[src/rtl/rcfg_pkg.sv]
package rcfg_pkg;
  localparam int unsigned RCFG_NUM_REGIONS = 3;
  localparam int unsigned RCFG_NUM_PRIV    = 2;
  localparam int unsigned RCFG_DATA_W      = 32;
  localparam int unsigned RCFG_ADDR_W      = 5;
endpackage

[src/rtl/rcfg_overlap.sv]
module rcfg_overlap #(
  parameter int unsigned HALF_W = 16
) (
  input  logic [HALF_W-1:0] a_base_i,
  input  logic [HALF_W-1:0] a_size_i,
  input  logic [HALF_W-1:0] b_base_i,
  input  logic [HALF_W-1:0] b_size_i,
  output logic              hit_o
);
  logic [HALF_W:0] a_end, b_end;

  // one extra bit keeps the end from wrapping
  assign a_end = {1'b0, a_base_i} + {1'b0, a_size_i};
  assign b_end = {1'b0, b_base_i} + {1'b0, b_size_i};

  assign hit_o = (|a_size_i) && (|b_size_i) &&
                 ({1'b0, a_base_i} < b_end) && ({1'b0, b_base_i} < a_end);
endmodule

[src/rtl/rcfg_rdport.sv]
module rcfg_rdport #(
  parameter int unsigned NUM_REGIONS = 3,
  parameter int unsigned DATA_W      = 32,
  parameter int unsigned ADDR_W      = 5
) (
  input  logic                          clk_i,
  input  logic                          rst_ni,
  input  logic                          rd_en_i,
  input  logic [ADDR_W-1:0]             addr_i,
  input  logic [NUM_REGIONS*DATA_W-1:0] rng_i,
  input  logic [NUM_REGIONS*DATA_W-1:0] pol_i,
  output logic [DATA_W-1:0]             rdata_o
);
  localparam int unsigned IDX_W = ADDR_W - 3;

  logic [IDX_W-1:0]  idx;
  logic [DATA_W-1:0] sel, rdata_q;

  assign idx = addr_i[ADDR_W-1:3];

  always_comb begin
    sel = '0;
    for (int r = 0; r < NUM_REGIONS; r++) begin
      if (addr_i[1:0] == 2'b00 && idx == IDX_W'(r))
        sel = addr_i[2] ? pol_i[r*DATA_W +: DATA_W] : rng_i[r*DATA_W +: DATA_W];
    end
  end

  always_ff @(posedge clk_i or negedge rst_ni) begin
    if (!rst_ni)      rdata_q <= '0;
    else if (rd_en_i) rdata_q <= sel;
  end

  assign rdata_o = rdata_q;
endmodule

[src/rtl/region_cfg_regs.sv]
module region_cfg_regs #(
  parameter int unsigned NUM_REGIONS = rcfg_pkg::RCFG_NUM_REGIONS,
  parameter int unsigned NUM_PRIV    = rcfg_pkg::RCFG_NUM_PRIV,
  parameter int unsigned DATA_W      = rcfg_pkg::RCFG_DATA_W,
  parameter int unsigned ADDR_W      = rcfg_pkg::RCFG_ADDR_W
) (
  input  logic                          clk_i,
  input  logic                          rst_ni,
  input  logic                          wr_en_i,
  input  logic                          rd_en_i,
  input  logic                          priv_i,
  input  logic [ADDR_W-1:0]             addr_i,
  input  logic [DATA_W-1:0]             wdata_i,
  output logic [DATA_W-1:0]             rdata_o,
  output logic                          err_o,
  output logic                          viol_o,
  output logic [NUM_REGIONS*DATA_W-1:0] rng_o,
  output logic [NUM_REGIONS*DATA_W-1:0] pol_o
);
  localparam int unsigned IDX_W  = ADDR_W - 3;
  localparam int unsigned HALF_W = DATA_W / 2;

  logic [IDX_W-1:0]    wr_idx;
  logic                wr_pol, mapped, priv_region, ovl_any, reject, accept;
  logic [NUM_PRIV-1:0] ovl_hit;
  logic                err_q, viol_q;

  assign wr_idx      = addr_i[ADDR_W-1:3];
  assign wr_pol      = addr_i[2];
  assign mapped      = (addr_i[1:0] == 2'b00) && (wr_idx < IDX_W'(NUM_REGIONS));
  assign priv_region = wr_idx < IDX_W'(NUM_PRIV);

  // candidate range against every privileged region
  for (genvar p = 0; p < NUM_PRIV; p++) begin : g_ovl
    rcfg_overlap #(.HALF_W(HALF_W)) u_ovl (
      .a_base_i (wdata_i[HALF_W-1:0]),
      .a_size_i (wdata_i[DATA_W-1:HALF_W]),
      .b_base_i (rng_o[p*DATA_W +: HALF_W]),
      .b_size_i (rng_o[p*DATA_W+HALF_W +: HALF_W]),
      .hit_o    (ovl_hit[p])
    );
  end
  assign ovl_any = |ovl_hit;

  assign reject = wr_en_i && mapped && !priv_i &&
                  (priv_region || (!wr_pol && ovl_any));
  assign accept = wr_en_i && mapped && !reject;

  for (genvar r = 0; r < NUM_REGIONS; r++) begin : g_reg
    logic [DATA_W-1:0] rng_q, pol_q;
    always_ff @(posedge clk_i or negedge rst_ni) begin
      if (!rst_ni) begin
        rng_q <= '0;
        pol_q <= '0;
      end else if (accept && wr_idx == IDX_W'(r)) begin
        if (wr_pol) pol_q <= wdata_i;
        else        rng_q <= wdata_i;
      end
    end
    assign rng_o[r*DATA_W +: DATA_W] = rng_q;
    assign pol_o[r*DATA_W +: DATA_W] = pol_q;
  end

  always_ff @(posedge clk_i or negedge rst_ni) begin
    if (!rst_ni) begin
      err_q  <= 1'b0;
      viol_q <= 1'b0;
    end else begin
      err_q <= reject;
      if (reject)                              viol_q <= 1'b1;
      else if (wr_en_i && mapped && priv_i)    viol_q <= 1'b0;
    end
  end

  assign err_o  = err_q;
  assign viol_o = viol_q;

  rcfg_rdport #(
    .NUM_REGIONS (NUM_REGIONS),
    .DATA_W      (DATA_W),
    .ADDR_W      (ADDR_W)
  ) u_rdport (
    .clk_i   (clk_i),
    .rst_ni  (rst_ni),
    .rd_en_i (rd_en_i),
    .addr_i  (addr_i),
    .rng_i   (rng_o),
    .pol_i   (pol_o),
    .rdata_o (rdata_o)
  );
endmodule

[config.mk]
export PLATFORM = sky130hd
export DESIGN_NAME = region_cfg_regs
export DESIGN_NICKNAME = d
export VERILOG_FILES = /design/src/rtl/rcfg_pkg.sv /design/src/rtl/rcfg_overlap.sv /design/src/rtl/rcfg_rdport.sv /design/src/rtl/region_cfg_regs.sv
export SDC_FILE = /design/constraint.sdc
export NUM_CORES = 1
export LEC_CHECK = 0
export CORE_UTILIZATION = 45
export CTS_BUF_LIST = sky130_fd_sc_hd__clkbuf_8
export DETAILED_ROUTE_END_ITERATION = 16
export GPL_ROUTABILITY_DRIVEN = 0
export PLACE_DENSITY_LB_ADDON = 0.25
export SLEW_MARGIN = 20
export SYNTH_ARGS = -nofsm -noshare
export SYNTH_HDL_FRONTEND = slang
export SYNTH_HIERARCHICAL = 1
export SYNTH_SLANG_ARGS = --single-unit
export TNS_END_PERCENT = 30
[constraint.sdc]
create_clock -name clk_i -period 5.9 [get_ports clk_i]
set_clock_uncertainty 0.2 [all_clocks]
set_input_delay 1.18 -clock clk_i [delete_from_list [all_inputs] [get_ports clk_i]]
set_output_delay 1.18 -clock clk_i [all_outputs]
set_load 0.02 [all_outputs]
==> results of run 1 <==
==> registers in the layout (all words and copies together) (netlist names) <==
signal,count
g.pol_q,96
g.rng_q,96
viol_o,1
u_rdport/rdata_o,32
err_o,1
==> repair_timing <==
action / 4_1_cts / 5_1_grt
resized for setup: 0 / 1
endpoints found under the setup margin: 0 / 15
hold buffers: 0 / 0
==> synth_stat cells, drive strengths merged, types with 9 or more instances <==
master	count	area share
dfrtp	226	0.39
mux2	192	0.16
ha	124	0.11
mux2i	96	0.066
a21oi	58	0.020
nand3	44	0.016
o21ai	42	0.015
buf	39	0.020
o221a	32	0.025
o22ai	32	0.014
xor2	31	0.019
nand2	30	0.0078
a21o	25	0.013
inv	23	0.0060
xnor2	22	0.013
nor4	20	0.0086
clkbuf	14	0.0037
o21bai	14	0.0073
a211oi	13	0.0074
nor2	13	0.0034
nand2b	11	0.0048
o211ai	10	0.0065
nor3	9	0.0031
==> layer usage <==
layer | wire length (um) | share of wire | vias up
li1 | - | - | 5377
met1 | 21700 | 0.44 | 6105
met2 | 23000 | 0.46 | 483
met3 | 3540 | 0.072 | 75
met4 | 1240 | 0.025 | 0
met5 | 0 | 0 | -
==> layout by cell type (no fill, tap or decap), drive strengths merged, types with 6 or more instances in the layout <==
master and n:
buf 67, o21ai 42, nor2b 6, a2111oi 6, clkbuf 44, o211ai 10
xor2 31, mux2 192, a211oi 13, o21bai 14, o21a 7, nand2 30
ha 124, inv 39, a31oi 8, o221a 32, nor3 9, nand4 8
nor4 20, a21o 25, and3 6, xnor2 22, o22ai 32, nor2 13
clkdlybuf4s50 264, dfrtp 226, nand3 44, mux2i 96, a21oi 58, nand2b 11
==> worst max-delay path by stage <==
stage / end / slack, ns / cells after the start
CTS: g_reg[2].rng_q[10] / 0.28 / 20
detailed placement: g_reg[2].rng_q[13] / -0.28 / 20
global placement: g_reg[2].rng_q[14] / -0.09 / 20
floorplan: g_reg[2].rng_q[5] / 0.82 / 18
global route: g_reg[2].rng_q[13] / 0.05 / 20
finish: g_reg[2].rng_q[10] / 0.26 / 20
==> area by class of cell <==
| class | instances | area share |
|---|---|---|
| Antenna cell | 5 | 0.000672 |
| Clock buffer | 44 | 0.0325 |
| Clock inverter | 23 | 0.00994 |
| Inverter | 23 | 0.00464 |
| Multi-Input combinational cell | 921 | 0.451 |
| Sequential cell | 226 | 0.304 |
| Tap cell | 402 | 0.0270 |
| Timing Repair Buffer | 331 | 0.171 |
==> through the flow <==
| stage | cells | instance area (sq um) |
|---|---|---|
| 2_1_floorplan | 1223 | 14500 |
| 3_3_place_gp | 1903 | 17800 |
| 3_5_place_dp | 1903 | 17800 |
| 4_1_cts | 1970 | 18600 |
| 5_1_grt | 1975 | 18600 |
| 6_report | 1975 | 18600 |
==> power groups by stage <==
stage	logic, mW	clock network, mW	registers [mW]
final	2.04	1.49	2.07
after global placement	1.98	0	2.08
after global routing	2.19	1.59	2.09
after detailed placement	2.02	0	2.09
after floorplan	0.890	0	2.26
after CTS	2.03	1.51	2.06
==> kinds of logic after synthesis <==
kind of cell	count (synthesis)	synth area share
AO/OA/AOI/OAI	281	0.144
XOR/XNOR	53	0.0321
adder cells (fa/ha/maj)	128	0.113
buffers and inverters	76	0.0298
flip-flops	226	0.391
multiplexers	288	0.224
AND/OR/NAND/NOR	171	0.0669
==> flow_summary_export.csv, run 1 <==
group,metric,value,unit
run_status,outcome,"finished clean",
sta,finalCritPeriodShare,0.956,
sta,final.min_clock_period,5.64,ns
die,die_w,181,um
finish,fillers,2601,
die,initial_utilization,0.457,
cts,clock-sinks,226,
global_routing,use_met3,0.0478,
power_and_ir_drop,netSwitchingFraction,0.362,
critical_path,ff2ff_path_depth,18,
logic_synthesis,synth_cell_type_count,79,
power_and_ir_drop,p_total,5.60,mW
global_routing,grt_pass1_vias,11800,
sta,clock.fmax,177,MHz
cts,insertion_delay,0.57,ns
global_routing,grt_max_degree,118,
power_and_ir_drop,p_comb_frac,0.365,
sta,setup_ws,0.257,ns
critical_path,r2r_start,"g_reg[0].rng_q[16]",
finish,layout-area-overhead-vs-synth,28.7,%
global_routing,grt_pass1_wl,74100,um
sta,rsz0062_at_grt,"false",
cts,clockRootBuffer,"clkbuf_8",
placement,io_buffers,267,
finish,multi_input_area,8400,sq um
die,pin_count,268,
detailed_routing,wire_per_inst,25.0,um
logic_synthesis,avgSynthCellArea,11.8,sq um
detailed_routing,routed_wl,49400,um
power_and_ir_drop,internal_power,3.57,mW
finish,regArea,5660,sq um
hold_path,holdPathStages,1,
die,fp.dieH,181,um
power_and_ir_drop,powerDensity,301,nW/um^2
detailed_routing,dr_total_vias,12000,
critical_path,crit_start,"wdata_i[16]",
logic_synthesis,yosysWarnings,6,
flow_run,maxCapViolCount,0,
logic_synthesis,async_flop_share,1.00,
logic_synthesis,ys.flop_type,"dfrtp_1",
cts,cts_tree,"built",
detailed_routing,dr.pass1.iters,5,
sta,report.final.slew_viol_count,0,
power_and_ir_drop,irDropWorstVdd,0.174,mV
finish,layout-drive-gt1-share,0.227,
finish,finalNetCount,1713,
die,die-area,32900,sq um
global_routing,grtUsageMet1,0.419,
sta,setup_tns,0,ns
hold_path,min_path_type,"reg -> reg",
detailed_routing,drtIter0Drc,884,
critical_path,cp_data_required_time,6.13,ns
critical_path,rrSetupSlack,0.42,ns
critical_path,crit_buf_inv,2,
die,core_area,31600,sq um
detailed_routing,post-route-drc-count,0,
logic_synthesis,ys_seq_area_frac,0.391,
critical_path,endpoint_kind,"register",
power_and_ir_drop,seqPwrFrac,0.369,
critical_path,cp-start-kind,"input pin",
placement,pre_cts_slack,-0.285,ns
critical_path,slowest_delay,0.59,ns
cts,clock_path_buffers,3,
cts,clk_pin_slew,0.06,ns
global_routing,grt-busiest-layer,"met2",
sta,hold_violations,0,
logic_synthesis,synth_fp_nets,1393,
logic_synthesis,synth_edf_count,0,
global_routing,antenna_found_initial,5,
logic_synthesis,syn_inst,1223,
critical_path,path_max_fanout,10,
logic_synthesis,synth_seq_cells,226,
critical_path,slowest_stage,"clkdlybuf4s50_1",
critical_path,path_class,"in -> reg",
hold_path,hp-start,"g_reg[0].pol_q[30]",
power_and_ir_drop,leakage,8.59,nW
finish,final_util,0.589,
placement,hpwl,36700,um
logic_synthesis,netlist_area,14500,sq um
cts,cts_buffers,40,
sta,setup_viol,0,
critical_path,crit_arrival,5.88,ns
critical_path,worst_r2r_endpoint,"g_reg[2].rng_q[10]",
sta,worst_slew_pin_slew,0.962,ns
cts,cts_setup_buffers,0,
global_routing,grt_use_total,0.299,
detailed_routing,viasPerCell,6.10,
critical_path,crit_family,"compound AO/OA/AOI/OAI gates",
sta,maxSlewHeadroom,0.358,
die,rows,65,
sta,fin_hold_ws,0.335,ns
critical_path,crit_path_cell_trace,"clkdlybuf4s50_1, ha_1, fa_1, a211o_2, o211ai_2, a221o_1, o21a_1, o21ai_0, xnor2_1, ha_1, nand4_1, nor2_1, a221oi_1, o211ai_1, o311a_1, a211oi_2, nor2_1, o211ai_4, buf_4, mux2_2",
global_routing,grt_overflow_total,0,
hold_path,whs_endpoint,"g_reg[0].pol_q[30]",
power_and_ir_drop,switching_power,2.02,mW
cts,h-tree-depth,2,
detailed_routing,ant_nets,0,
global_routing,grtUsageMet2,0.474,
power_and_ir_drop,p_clk_frac,0.266,
Note: power is estimated with default switching activity, not from simulation.
==> inputs of run 2 (changes only) <==
Settings changed: SLEW_MARGIN 20 to default.
==> results of run 2 <==
No change in the layout: final DEF, timing and power equal those of run 1.
